<file path="src/rtl/trig_err_pkg.sv">
package trig_err_pkg;
  typedef enum logic [0:0] {
    IRQ_OFF = 1'b0,
    IRQ_ON  = 1'b1
  } irq_en_e;
endpackage

</file>
<file path="src/rtl/trig_gate.sv">
module trig_gate #(
  parameter int unsigned N_SUB = 4
) (
  input  logic [N_SUB-1:0] trig_i,
  input  logic [N_SUB-1:0] busy_i,
  output logic [N_SUB-1:0] fwd_o,
  output logic [N_SUB-1:0] ovr_o
);
  for (genvar i = 0; i < N_SUB; i++) begin : g_lane
    assign fwd_o[i] = trig_i[i] & ~busy_i[i];
    assign ovr_o[i] = trig_i[i] &  busy_i[i];
  end
endmodule

</file>
<file path="src/rtl/err_flag_reg.sv">
module err_flag_reg #(
  parameter int unsigned W = 5
) (
  input  logic         clk_i,
  input  logic         rst_ni,
  input  logic [W-1:0] set_i,
  input  logic [W-1:0] clr_i,
  output logic [W-1:0] flags_o
);
  logic [W-1:0] flags_q;

  // set dominates clear in the same cycle
  always_ff @(posedge clk_i or negedge rst_ni) begin
    if (!rst_ni) flags_q <= '0;
    else         flags_q <= (flags_q & ~clr_i) | set_i;
  end

  assign flags_o = flags_q;
endmodule

</file>
<file path="src/rtl/irq_ctrl.sv">
module irq_ctrl
  import trig_err_pkg::*;
#(
  parameter int unsigned W = 5
) (
  input  logic         clk_i,
  input  logic         rst_ni,
  input  logic         ie_we_i,
  input  logic         ie_wdata_i,
  input  logic [W-1:0] flags_i,
  output logic         irq_o
);
  irq_en_e ie_q;

  always_ff @(posedge clk_i or negedge rst_ni) begin
    if (!rst_ni)      ie_q <= IRQ_OFF;
    else if (ie_we_i) ie_q <= irq_en_e'(ie_wdata_i);
  end

  assign irq_o = (ie_q == IRQ_ON) && (|flags_i);
endmodule

</file>
<file path="src/rtl/trig_err_mon.sv">
module trig_err_mon #(
  parameter int unsigned N_SUB = 4,
  localparam int unsigned NFLAG = N_SUB + 1
) (
  input  logic             clk_i,
  input  logic             rst_ni,
  input  logic [N_SUB-1:0] trig_i,
  input  logic [N_SUB-1:0] busy_i,
  input  logic             inv_cmd_i,
  output logic [N_SUB-1:0] trig_fwd_o,
  input  logic             clr_we_i,
  input  logic [NFLAG-1:0] clr_mask_i,
  input  logic             ie_we_i,
  input  logic             ie_wdata_i,
  output logic [NFLAG-1:0] flags_o,
  output logic             irq_o
);
  logic [N_SUB-1:0] ovr;
  logic [NFLAG-1:0] set_vec;
  logic [NFLAG-1:0] clr_vec;

  trig_gate #(.N_SUB(N_SUB)) u_gate (
    .trig_i (trig_i),
    .busy_i (busy_i),
    .fwd_o  (trig_fwd_o),
    .ovr_o  (ovr)
  );

  assign set_vec = {inv_cmd_i, ovr};
  assign clr_vec = clr_we_i ? clr_mask_i : '0;

  err_flag_reg #(.W(NFLAG)) u_flags (
    .clk_i   (clk_i),
    .rst_ni  (rst_ni),
    .set_i   (set_vec),
    .clr_i   (clr_vec),
    .flags_o (flags_o)
  );

  irq_ctrl #(.W(NFLAG)) u_irq (
    .clk_i      (clk_i),
    .rst_ni     (rst_ni),
    .ie_we_i    (ie_we_i),
    .ie_wdata_i (ie_wdata_i),
    .flags_i    (flags_o),
    .irq_o      (irq_o)
  );
endmodule

</file>
<file path="config.mk">
export PLATFORM = sky130hd
export DESIGN_NAME = trig_err_mon
export DESIGN_NICKNAME = d
export VERILOG_FILES = /design/src/rtl/trig_err_pkg.sv /design/src/rtl/trig_gate.sv /design/src/rtl/err_flag_reg.sv /design/src/rtl/irq_ctrl.sv /design/src/rtl/trig_err_mon.sv
export SDC_FILE = /design/constraint.sdc
export NUM_CORES = 1
export LEC_CHECK = 0
export CAP_MARGIN = 5
export CORE_AREA = 2 2 39 41
export DETAILED_ROUTE_END_ITERATION = 10
export DIE_AREA = 0 0 41 43
export RECOVER_POWER = 25
export SYNTH_ARGS = -nofsm -noshare
export SYNTH_HDL_FRONTEND = slang
export SYNTH_HIERARCHICAL = 1
export SYNTH_SLANG_ARGS = --single-unit
export TNS_END_PERCENT = 5
</file>
<file path="constraint.sdc">
create_clock -name clk_i -period 1.9 [get_ports clk_i]
set_input_delay 0.475 -clock clk_i [delete_from_list [all_inputs] [get_ports clk_i]]
set_output_delay 0.475 -clock clk_i [all_outputs]
set_load 0.1 [all_outputs]
</file>
==> flow_summary_export.csv, run 1 <==
group,metric,value,unit
route,ant_nets,0,
logic_synthesis,netlist_top_cells_area,"dfrtp_1 48%, and2_1 18%, a21o_1 12%, nor2b_1 8.0%, inv_1 6.0%",
route,num_vias,331,
place,place_congestion,0.593,
clocking,clkTransAtPathRegs,0.05,ns
critical_path,crit_path_start,"u_flags/flags_o[0]",
status,outcome,"complete, but fails checks",
place,numPortBuffers,28,
die,core,1380,sq um
die,dieArea,1760,sq um
clocking,htreeDepth,1,
timing,slew_headroom,81.6,%
clocking,clock_sinks,6,
timing,worst_pin_slew,0.275,ns
logic_synthesis,syn_nets,51,
timing,rsz0062_at_grt,"yes",
global_routing,grt_pass1_vias,321,
critical_path,crit_chain,"or4_1 -> o21a_2 -> buf_12",
status,violations,"setup timing",
clocking,cts_buffers,3,
critical_path,arrival,1.52,ns
critical_path,max_stage_delay,0.52,ns
logic_synthesis,synth-main-ff-cell,"dfrtp_1",
logic_synthesis,synth_top_area_share,47.8,%
critical_path,endpoint,"irq_o",
power,p_per_area,738,nW/um^2
power,power_frac_clock,20.8,%
timing,min_period,2.00,ns
route,drc,0,
die,die_x,41,microns
timing,finalSetupViolations,1,
route,firstDrtPassIters,1,
global_routing,antenna_found_initial,0,
clocking,cts_root_buf,"clkbuf_4",
logic_synthesis,yosysWarnings,6,
logic_synthesis,syn-cell-area,314,sq um
logic_synthesis,syn_inst,32,
worst_hold_path,min_path_type,"reg -> reg",
global_routing,grt_first_pass_wirelength,1300,microns
power,pwr-share-seq,26.9,%
critical_path,cp-start-kind,"register",
logic_synthesis,ys_ff_latch,6,
route,dr.first_iter.drc_count,0,
critical_path,cp-end-kind,"output port",
clocking,insertion_delay,0.24,ns
power,power_switching,0.227,mW
run,maxCapViolations,0,
critical_path,crit_path_max_fanout,2,
logic_synthesis,async_flop_share,100,%
power,switching_share,40.0,%
route,wl_per_cell,10.4,microns
route,viasPerCell,4.04,
timing,maxSlewViolCount,0,
power,pwr-share-comb,52.3,%
power,vdd_drop_max,0.616,mV
clocking,clockBufferDepth,2,
logic_synthesis,synth.avg_cell_area,9.81,sq um
timing,hold_viol_final,0,
critical_path,critPathKind,"reg -> out",
power,finalPower,0.567,mW
critical_path,reg2regPathDepth,2,
die,initial_core_util,22.7,%
global_routing,grt_overflow,0,
logic_synthesis,ys_seq_area_share,47.8,%
die,io_pins,29,
logic_synthesis,synth.most_common_cell,"and2_1",
logic_synthesis,synth_cell_types,8,
clocking,ctsHoldBuffers,0,
route,routed_wl,850,microns
die,die_y,43,microns
finish,fill_cells,119,
finish,area_growth,145,%
critical_path,required,1.42,ns
finish,final_nets,87,
logic_synthesis,yosys-top-cells-count,"9 x and2_1, 6 x dfrtp_1, 5 x a21o_1, 5 x inv_1, 4 x nor2b_1",
die,rows,14,
critical_path,slowest_stage,"or4_1",
global_routing,grt_use_total,11.7,%
clocking,cts_tree,"yes",
logic_synthesis,synth_edf_count,0,
critical_path,rrSetupSlack,1.11,ns
finish,layout-drive-gt1-share,31.8,%
global_routing,grt_start_max_net_pins,7,
logic_synthesis,yosysTopAreaCell,"dfrtp_1",
finish,diodes,0,
critical_path,r2r_end,"u_flags/flags_o[3]",
timing,finalWorstSetupSlack,-0.0955,ns
power,leakagePower,0.344,nW
timing,fmax,0.501,GHz
worst_hold_path,hold_start,"u_irq/ie_q",
timing,skew,0,ns
finish,fin_util,55.5,%
place,hpwl,690,microns
power,internal_power,0.340,mW
timing,min_period_over_period,105,%
critical_path,reg2reg_from,"u_flags/flags_o[3]",
[cell usage in the layout, fill, tap and decap left out, drive strengths merged]
cell type	count
and2	9
dlygate4sd3	1
dfrtp	6
buf	13
nor2b	4
clkbuf	3
or4	1
clkdlybuf4s50	17
inv	5
a21o	5
o21a	1
mux2	1
[critical path: cells and delay by family (launching register included)]
| family | cells | cell delay, ns |
|---|---|---|
| compound gates | 1 | 0.23 |
| flops | 1 | 0.37 |
| simple gates | 1 | 0.52 |
| buf+inv | 1 | 0.16 |
[sequential cells by signal, indices dropped and copies added, names as in the netlist]
| signal | count |
|---|---|
| u_flags/flags_o | 5 |
| u_irq/ie_q | 1 |
[logic make-up after synthesis]
| logic type | share of synthesized area, % |
|---|---|
| compound gates | 14.3 |
| buf+inv | 5.98 |
| flops | 47.8 |
| mux | 3.59 |
| simple gates | 28.3 |
[what timing repair did]
item / CTS / global route
resized for setup: 0 / 2
setup endpoints to repair: 1 / 3
buffers inserted: 2 / 0
hold endpoints to repair: 0 / 0
cloned: 0 / 0
[how the worst min path moves through the flow]
stage	end	slack (ns)	cells after the start
after floorplan	u_flags/flags_o[0]	0.18	0
after global placement	u_irq/ie_q	0.50	1
after detailed placement	u_irq/ie_q	0.51	1
after CTS	u_flags/flags_o[0]	0.47	1
after global routing	u_irq/ie_q	0.52	1
final	u_irq/ie_q	0.51	1
[area by class of cell]
| type | count | area (sq um) | area share, % |
|---|---|---|---|
| Timing Repair Buffer | 31 | 403 | 52.4 |
| Tap cell | 16 | 20.0 | 2.61 |
| Clock buffer | 3 | 22.5 | 2.93 |
| Inverter | 5 | 18.8 | 2.44 |
| Multi-Input combinational cell | 21 | 154 | 20.0 |
| Sequential cell | 6 | 150 | 19.5 |
[power by group through the flow]
stage          Sequential, mW  Combinational, mW  Clock, mW
6_report                0.152              0.296      0.118
5_1_grt                 0.154              0.307      0.138
4_1_cts                 0.152              0.298      0.125
3_5_place_dp            0.157              0.288          0
3_3_place_gp            0.157              0.287          0
2_1_floorplan           0.234             0.0758          0
[through the flow]
step | hold WS [ns] | worst slack, ns | TNS, ns | area (sq um) | cells
6_report | 0.509 | -0.0955 | -0.0955 | 768 | 82
3_3_place_gp | 0.502 | 0.0641 | 0 | 726 | 77
4_1_cts | 0.469 | -0.113 | -0.113 | 763 | 82
5_1_grt | 0.520 | -0.164 | -0.164 | 768 | 82
2_1_floorplan | 0.179 | -0.385 | -1.48 | 318 | 32
3_5_place_dp | 0.506 | 0.0463 | 0 | 726 | 77
[layer usage]
| layer | vias up | global-route usage (%) | part of all wire [%] |
|---|---|---|---|
| li1 | 172 | - | - |
| met1 | 135 | 12.5 | 37 |
| met2 | 24 | 16.3 | 45 |
| met3 | 0 | 12.0 | 18 |
| met4 | 0 | 2.00 | 0 |
| met5 | - | 0 | 0 |
Note: power is estimated with default switching activity, not from simulation.
==> run 2: changes to the inputs <==
--- a/config.mk
+++ b/config.mk
@@ -9,7 +9,9 @@
 export CORE_AREA = 2 2 39 41
 export DETAILED_ROUTE_END_ITERATION = 10
 export DIE_AREA = 0 0 41 43
+export PLACE_DENSITY = 0.67
 export RECOVER_POWER = 25
+export SKIP_CTS_REPAIR_TIMING = 1
 export SYNTH_ARGS = -nofsm -noshare
 export SYNTH_HDL_FRONTEND = slang
 export SYNTH_HIERARCHICAL = 1
==> constraint.sdc (replaced) <==
create_clock -name clk_i -period 1.7 [get_ports clk_i]
set_input_delay 0.425 -clock clk_i [delete_from_list [all_inputs] [get_ports clk_i]]
set_output_delay 0.425 -clock clk_i [all_outputs]
set_load 0.1 [all_outputs]
==> run 2 against run 1 <==
  * The flow still finishes with violations (setup timing)
  * Count of clock-buffer cells in the layout unchanged
  * Sequential share of layout area fell by 0.85 points
  * Combinational power is 16% higher
  * Global-route usage decreased by 0.62 points
  * Worst hold slack got worse by 0.015 ns
  * Routed wire length decreased by 8.6%
  * First-iteration DRC count grew 1
  * Die area unchanged
  * Critical path depth unchanged
  * Largest power group unchanged
==> flow_summary_export.csv, run 2 (same netlist as run 1, synthesis figures left out) <==
group,metric,value,unit
critical_path,required,1.27,ns
finish,fin_area,803,sq um
timing,finalWorstSetupSlack,-0.248,ns
status,outcome,"complete, but fails checks",
critical_path,crit_buf_inv,1,
die,rows,14,
timing,hold_viol_final,0,
route,wl_per_cell,9.36,microns
route,viasPerCell,4.16,
critical_path,critPathKind,"reg -> out",
timing,skew,0,ns
global_routing,grt_pass1_vias,358,
clocking,insertion_delay,0.24,ns
global_routing,grt_first_pass_wirelength,1280,microns
timing,fmax,0.513,GHz
clocking,htreeDepth,1,
clocking,clock_sinks,6,
timing,finalSetupTns,-0.248,ns
route,routed_wl,777,microns
clocking,cts_buffers,3,
clocking,clockBufferDepth,2,
finish,layout-drive-gt1-share,34.3,%
die,dieArea,1760,sq um
timing,maxSlewViolCount,0,
critical_path,r2r_end,"u_flags/flags_o[0]",
die,die_y,43,microns
finish,final_common_cell,"clkdlybuf4s50_1",
finish,largest_reg_flops,5,
timing,whs,0.495,ns
finish,final_nets,88,
critical_path,reg2regPathDepth,2,
critical_path,reg2reg_from,"u_flags/flags_o[0]",
route,num_vias,345,
die,core,1380,sq um
power,vdd_drop_max,0.527,mV
critical_path,cp-start-kind,"register",
critical_path,arrival,1.52,ns
critical_path,crit_path_max_fanout,2,
place,numPortBuffers,28,
route,ant_nets,0,
route,dr.first_iter.drc_count,1,
critical_path,crit_chain,"or4_1 -> o21a_2 -> buf_12",
critical_path,max_stage_delay,0.52,ns
global_routing,antenna_found_initial,0,
run,maxCapViolations,0,
timing,rsz0062_at_grt,"yes",
die,io_pins,29,
status,violations,"setup timing",
finish,area_growth,156,%
die,initial_core_util,22.7,%
worst_hold_path,min_path_type,"in -> async",
timing,min_period_over_period,115,%
timing,worst_pin_slew,0.284,ns
power,p_per_area,797,nW/um^2
global_routing,grt_start_max_net_pins,7,
power,leakagePower,0.385,nW
die,die_x,41,microns
critical_path,crit_family,"simple AND/OR/NAND/NOR gates",
global_routing,grt_use_total,11.1,%
place,place_congestion,0.597,
global_routing,grt_overflow,0,
critical_path,slowest_stage,"or4_1",
clocking,cts_root_buf,"clkbuf_4",
clocking,clkTransAtPathRegs,0.05,ns
route,firstDrtPassIters,2,
critical_path,rrSetupSlack,0.93,ns
critical_path,cp-end-kind,"output port",
place,hpwl,660,microns
finish,diodes,0,
finish,fill_cells,127,
route,drc,0,
timing,slew_headroom,81.0,%
timing,finalSetupViolations,1,
finish,layout_common_cells,"15 x clkdlybuf4s50_1, 10 x buf_12, 9 x and2_1, 6 x dfrtp_1",
place,postPlaceCellArea,748,sq um
clocking,cts_tree,"yes",
timing,min_period,1.95,ns
==> run 2: cell types whose count changed in the layout (fill, tap and decap cells not counted) <==
cell             change
nor2b_1              -1
buf_4                +1
dlymetal6s2s_1       +2
nor2b_2              -3
clkdlybuf4s50_1      -2
nor2b_4              +4
==> run 2: per-stage QoR <==
step	cells	util, %	setup WS (ns)	total power, mW
5_1_grt	83	58.0	-0.296	0.671
3_5_place_dp	80	54.1	-0.0676	0.508
4_1_cts	83	55.7	-0.265	0.640
6_report	83	58.0	-0.248	0.640
3_3_place_gp	80	54.1	-0.0326	0.506
2_1_floorplan	32	-	-0.485	0.346
==> run 2: metal layers <==
metal	part of all wire (%)	wire, microns	vias up	track usage (%)
met3	13	102	0	9.42
met5	0	0	-	0
met2	52	402	21	16.9
met4	0	0	0	4.00
met1	35	273	152	10.5
li1	-	-	172	-
==> run 2: power by group <==
group,switching [mW],internal [mW]
clock network,0.0499,0.0798
registers,0.00922,0.158
logic,0.194,0.149
total,0.253,0.387
==> run 2: area by class of cell <==
| type | instances | area (sq um) | share of cell area, % |
|---|---|---|---|
| Tap cell | 16 | 20.0 | 2.49 |
| Inverter | 5 | 18.8 | 2.34 |
| Multi-Input combinational cell | 21 | 176 | 22.0 |
| Timing Repair Buffer | 32 | 415 | 51.7 |
| Sequential cell | 6 | 150 | 18.7 |
| Clock buffer | 3 | 22.5 | 2.80 |
==> run 2: how the worst max path moves through the flow <==
stage	slack, ns	from	end	cells after the start
2_1_floorplan	-0.49	busy_i[1]	trig_fwd_o[1]	1
3_3_place_gp	-0.03	trig_i[2]	trig_fwd_o[2]	3
3_5_place_dp	-0.07	trig_i[1]	trig_fwd_o[1]	3
4_1_cts	-0.26	u_flags/flags_o[0]	irq_o	3
5_1_grt	-0.30	u_flags/flags_o[0]	irq_o	3
6_report	-0.25	u_flags/flags_o[0]	irq_o	3
==> run 3: changes to the inputs <==
--- a/config.mk
+++ b/config.mk
@@ -9,11 +9,10 @@
 export CORE_AREA = 2 2 39 41
 export DETAILED_ROUTE_END_ITERATION = 10
 export DIE_AREA = 0 0 41 43
-export PLACE_DENSITY = 0.67
+export MAX_ROUTING_LAYER = met4
 export RECOVER_POWER = 25
 export SKIP_CTS_REPAIR_TIMING = 1
 export SYNTH_ARGS = -nofsm -noshare
 export SYNTH_HDL_FRONTEND = slang
-export SYNTH_HIERARCHICAL = 1
 export SYNTH_SLANG_ARGS = --single-unit
 export TNS_END_PERCENT = 5
==> run 3 against run 2 <==
  * The flow still finishes with violations (setup timing)
  * Setup slack gained 0.0015 ns
  * Worst hold slack worse by 0.034 ns
  * Total power fell by 1.2%
  * Cell count is 11% lower
  * Critical path depth unchanged
  * Combinational power shrank 1%
  * Via count fell by 8.4%
  * Clock skew unchanged
  * Maximum frequency about the same
==> flow_summary_export.csv, run 3 <==
group,metric,value,unit
timing,worst_pin_slew,0.264,ns
die,die_x,41,microns
power,power_frac_clock,20.0,%
die,dieArea,1760,sq um
logic_synthesis,synthMuxAreaShare,4.27,%
global_routing,grt_first_pass_wirelength,1150,microns
worst_hold_path,min_path_type,"in -> reg",
logic_synthesis,synth.most_common_cell,"dfrtp_1",
timing,hold_viol_final,0,
global_routing,grt_start_max_net_pins,7,
critical_path,required,1.27,ns
timing,min_period_over_period,114,%
logic_synthesis,synth-simple-area-share,19.4,%
clocking,clkTransAtPathRegs,0.04,ns
critical_path,cp-start-kind,"register",
power,internal_power,0.383,mW
die,initial_core_util,19.1,%
critical_path,cp-end-kind,"output port",
power,leakagePower,0.360,nW
logic_synthesis,yosys-top-cells-count,"6 x dfrtp_1, 5 x nand2_1, 4 x nor2b_1, 3 x a22o_1",
critical_path,slowest_stage,"or4_1",
route,ant_nets,0,
status,outcome,"complete, but fails checks",
power,power_switching,0.249,mW
clocking,clock_sinks,6,
route,num_vias,316,
route,firstDrtPassIters,4,
timing,slew_headroom,82.4,%
logic_synthesis,yosysWarnings,0,
critical_path,critPathKind,"reg -> out",
route,drc,0,
logic_synthesis,synth_edf_count,0,
timing,maxSlewViolCount,0,
logic_synthesis,synth_top_area_share,56.9,%
timing,finalWorstSetupSlack,-0.246,ns
logic_synthesis,syn_nets,42,
logic_synthesis,synth_fa_ha_area_share,0,%
die,die_y,43,microns
logic_synthesis,yosysTopAreaCell,"dfrtp_1",
logic_synthesis,syn-cell-area,264,sq um
die,io_pins,29,
logic_synthesis,synth.avg_cell_area,11.5,sq um
power,pwr-share-seq,26.5,%
place,dp_slack,-0.0522,ns
logic_synthesis,synth_top_family_by_area,"compound AO/OA/AOI/OAI gates",
clocking,cts_buffers,3,
timing,finalSetupViolations,1,
logic_synthesis,synth_compound_area_share,19.4,%
route,wl_per_cell,9.99,microns
finish,largest_reg_flops,5,
logic_synthesis,ys_ff_latch,6,
critical_path,crit_path_max_fanout,2,
finish,final_common_cell,"clkdlybuf4s50_1",
finish,diodes,0,
timing,skew,0,ns
die,rows,14,
power,pwr-share-comb,53.5,%
finish,layout-drive-gt1-share,41.4,%
logic_synthesis,synth-main-ff-cell,"dfrtp_1",
critical_path,rrSetupSlack,0.85,ns
timing,whs,0.460,ns
critical_path,arrival,1.52,ns
power,finalPower,0.632,mW
logic_synthesis,async_flop_share,100,%
place,numPortBuffers,28,
global_routing,grt_use_total,10.4,%
logic_synthesis,synth_cell_types,9,
clocking,clockBufferDepth,2,
clocking,cts_tree,"yes",
clocking,htreeDepth,1,
run,maxCapViolations,0,
critical_path,max_stage_delay,0.53,ns
power,switching_share,39.4,%
timing,fmax,0.514,GHz
clocking,cts_root_buf,"clkbuf_4",
global_routing,antenna_found_initial,0,
timing,min_period,1.95,ns
logic_synthesis,syn_inst,23,
route,routed_wl,739,microns
finish,layout_common_cells,"14 x clkdlybuf4s50_1, 10 x buf_12, 6 x dfrtp_1, 5 x nand2_1",
logic_synthesis,netlist_top_cells_area,"dfrtp_1 57%, a22o_1 10%, nor2b_1 9.5%, nand2_1 7.1%, mux2_2 4.3%",
status,violations,"setup timing",
finish,final_nets,79,
place,place_congestion,0.574,
logic_synthesis,synthXorXnorAreaFrac,0,%
global_routing,grt_pass1_vias,312,
global_routing,grt_overflow,0,
power,vdd_drop_max,0.419,mV
route,viasPerCell,4.27,
clocking,insertion_delay,0.24,ns
die,core,1380,sq um
route,dr.first_iter.drc_count,1,
logic_synthesis,ys_seq_area_share,56.9,%
finish,area_growth,186,%
power,p_per_area,836,nW/um^2
critical_path,crit_chain,"or4_1 -> o21a_2 -> buf_12",
timing,rsz0062_at_grt,"yes",
[run 3: cell types whose count changed after synthesis, sizes merged]
cell and change:
and2 -9, inv -5, nand2 +5, a21o -4
a22o +4
[run 3: cell families (layout without fill, tap and decap cells)]
kind of cell,Yosys count,after routing
AND/OR/NAND/NOR,10,10
buffers and inverters,0,35
multiplexers,1,1
flip-flops,6,6
AO/OA/AOI/OAI,6,6
[run 3: final timing paths]
path                                         start            endpoint  cells after the start
worst max-delay path            u_flags.flags_o[1]               irq_o                      3
min in group asynchronous                   rst_ni  u_flags.flags_o[2]                      1
max in group asynchronous                   rst_ni  u_flags.flags_o[3]                      1
worst max register to register  u_flags.flags_o[1]  u_flags.flags_o[1]                      2
worst min register to register          u_irq.ie_q          u_irq.ie_q                      1
worst min-delay path                     trig_i[0]  u_flags.flags_o[0]                      2
[run 3: final cells by class]
class | instances | area (sq um)
Multi-Input combinational cell | 17 | 145
Tap cell | 16 | 20.0
Sequential cell | 6 | 150
Timing Repair Buffer | 32 | 418
Fill cell | 131 | 628
Clock buffer | 3 | 22.5
[run 3: worst max-delay path: cells and delay by family (launching register included)]
family	cells	cell delay, ns
AND/OR/NAND/NOR	1	0.53
flip-flops	1	0.36
AO/OA/AOI/OAI	1	0.23
buffers and inverters	1	0.16
[run 3: power by group through the flow]
stage / Combinational (mW) / Sequential [mW] / Clock, mW
after detailed placement: 0.334 / 0.170 / 0
final: 0.338 / 0.167 / 0.127
after CTS: 0.335 / 0.168 / 0.130
after floorplan: 0.0793 / 0.261 / 0
after global routing: 0.351 / 0.170 / 0.133
after global placement: 0.334 / 0.169 / 0
[run 3: per-layer routing]
| metal | vias to the layer above | GRT usage, % | wire, microns |
|---|---|---|---|
| met5 | - | - | 0 |
| met4 | 0 | 8.00 | 0 |
| met3 | 0 | 4.19 | 122 |
| met2 | 23 | 14.1 | 338 |
| met1 | 140 | 11.5 | 279 |
| li1 | 153 | - | - |
[run 3: stage by stage]
step | TNS (ns) | cell area, sq um | utilization [%] | instances
global route | -0.280 | 756 | 54.6 | 74
finish | -0.246 | 756 | 54.6 | 74
detailed placement | -0.162 | 698 | 50.5 | 71
global placement | -0.135 | 698 | 50.5 | 71
CTS | -0.437 | 721 | 52.1 | 74
floorplan | -1.93 | 268 | - | 23
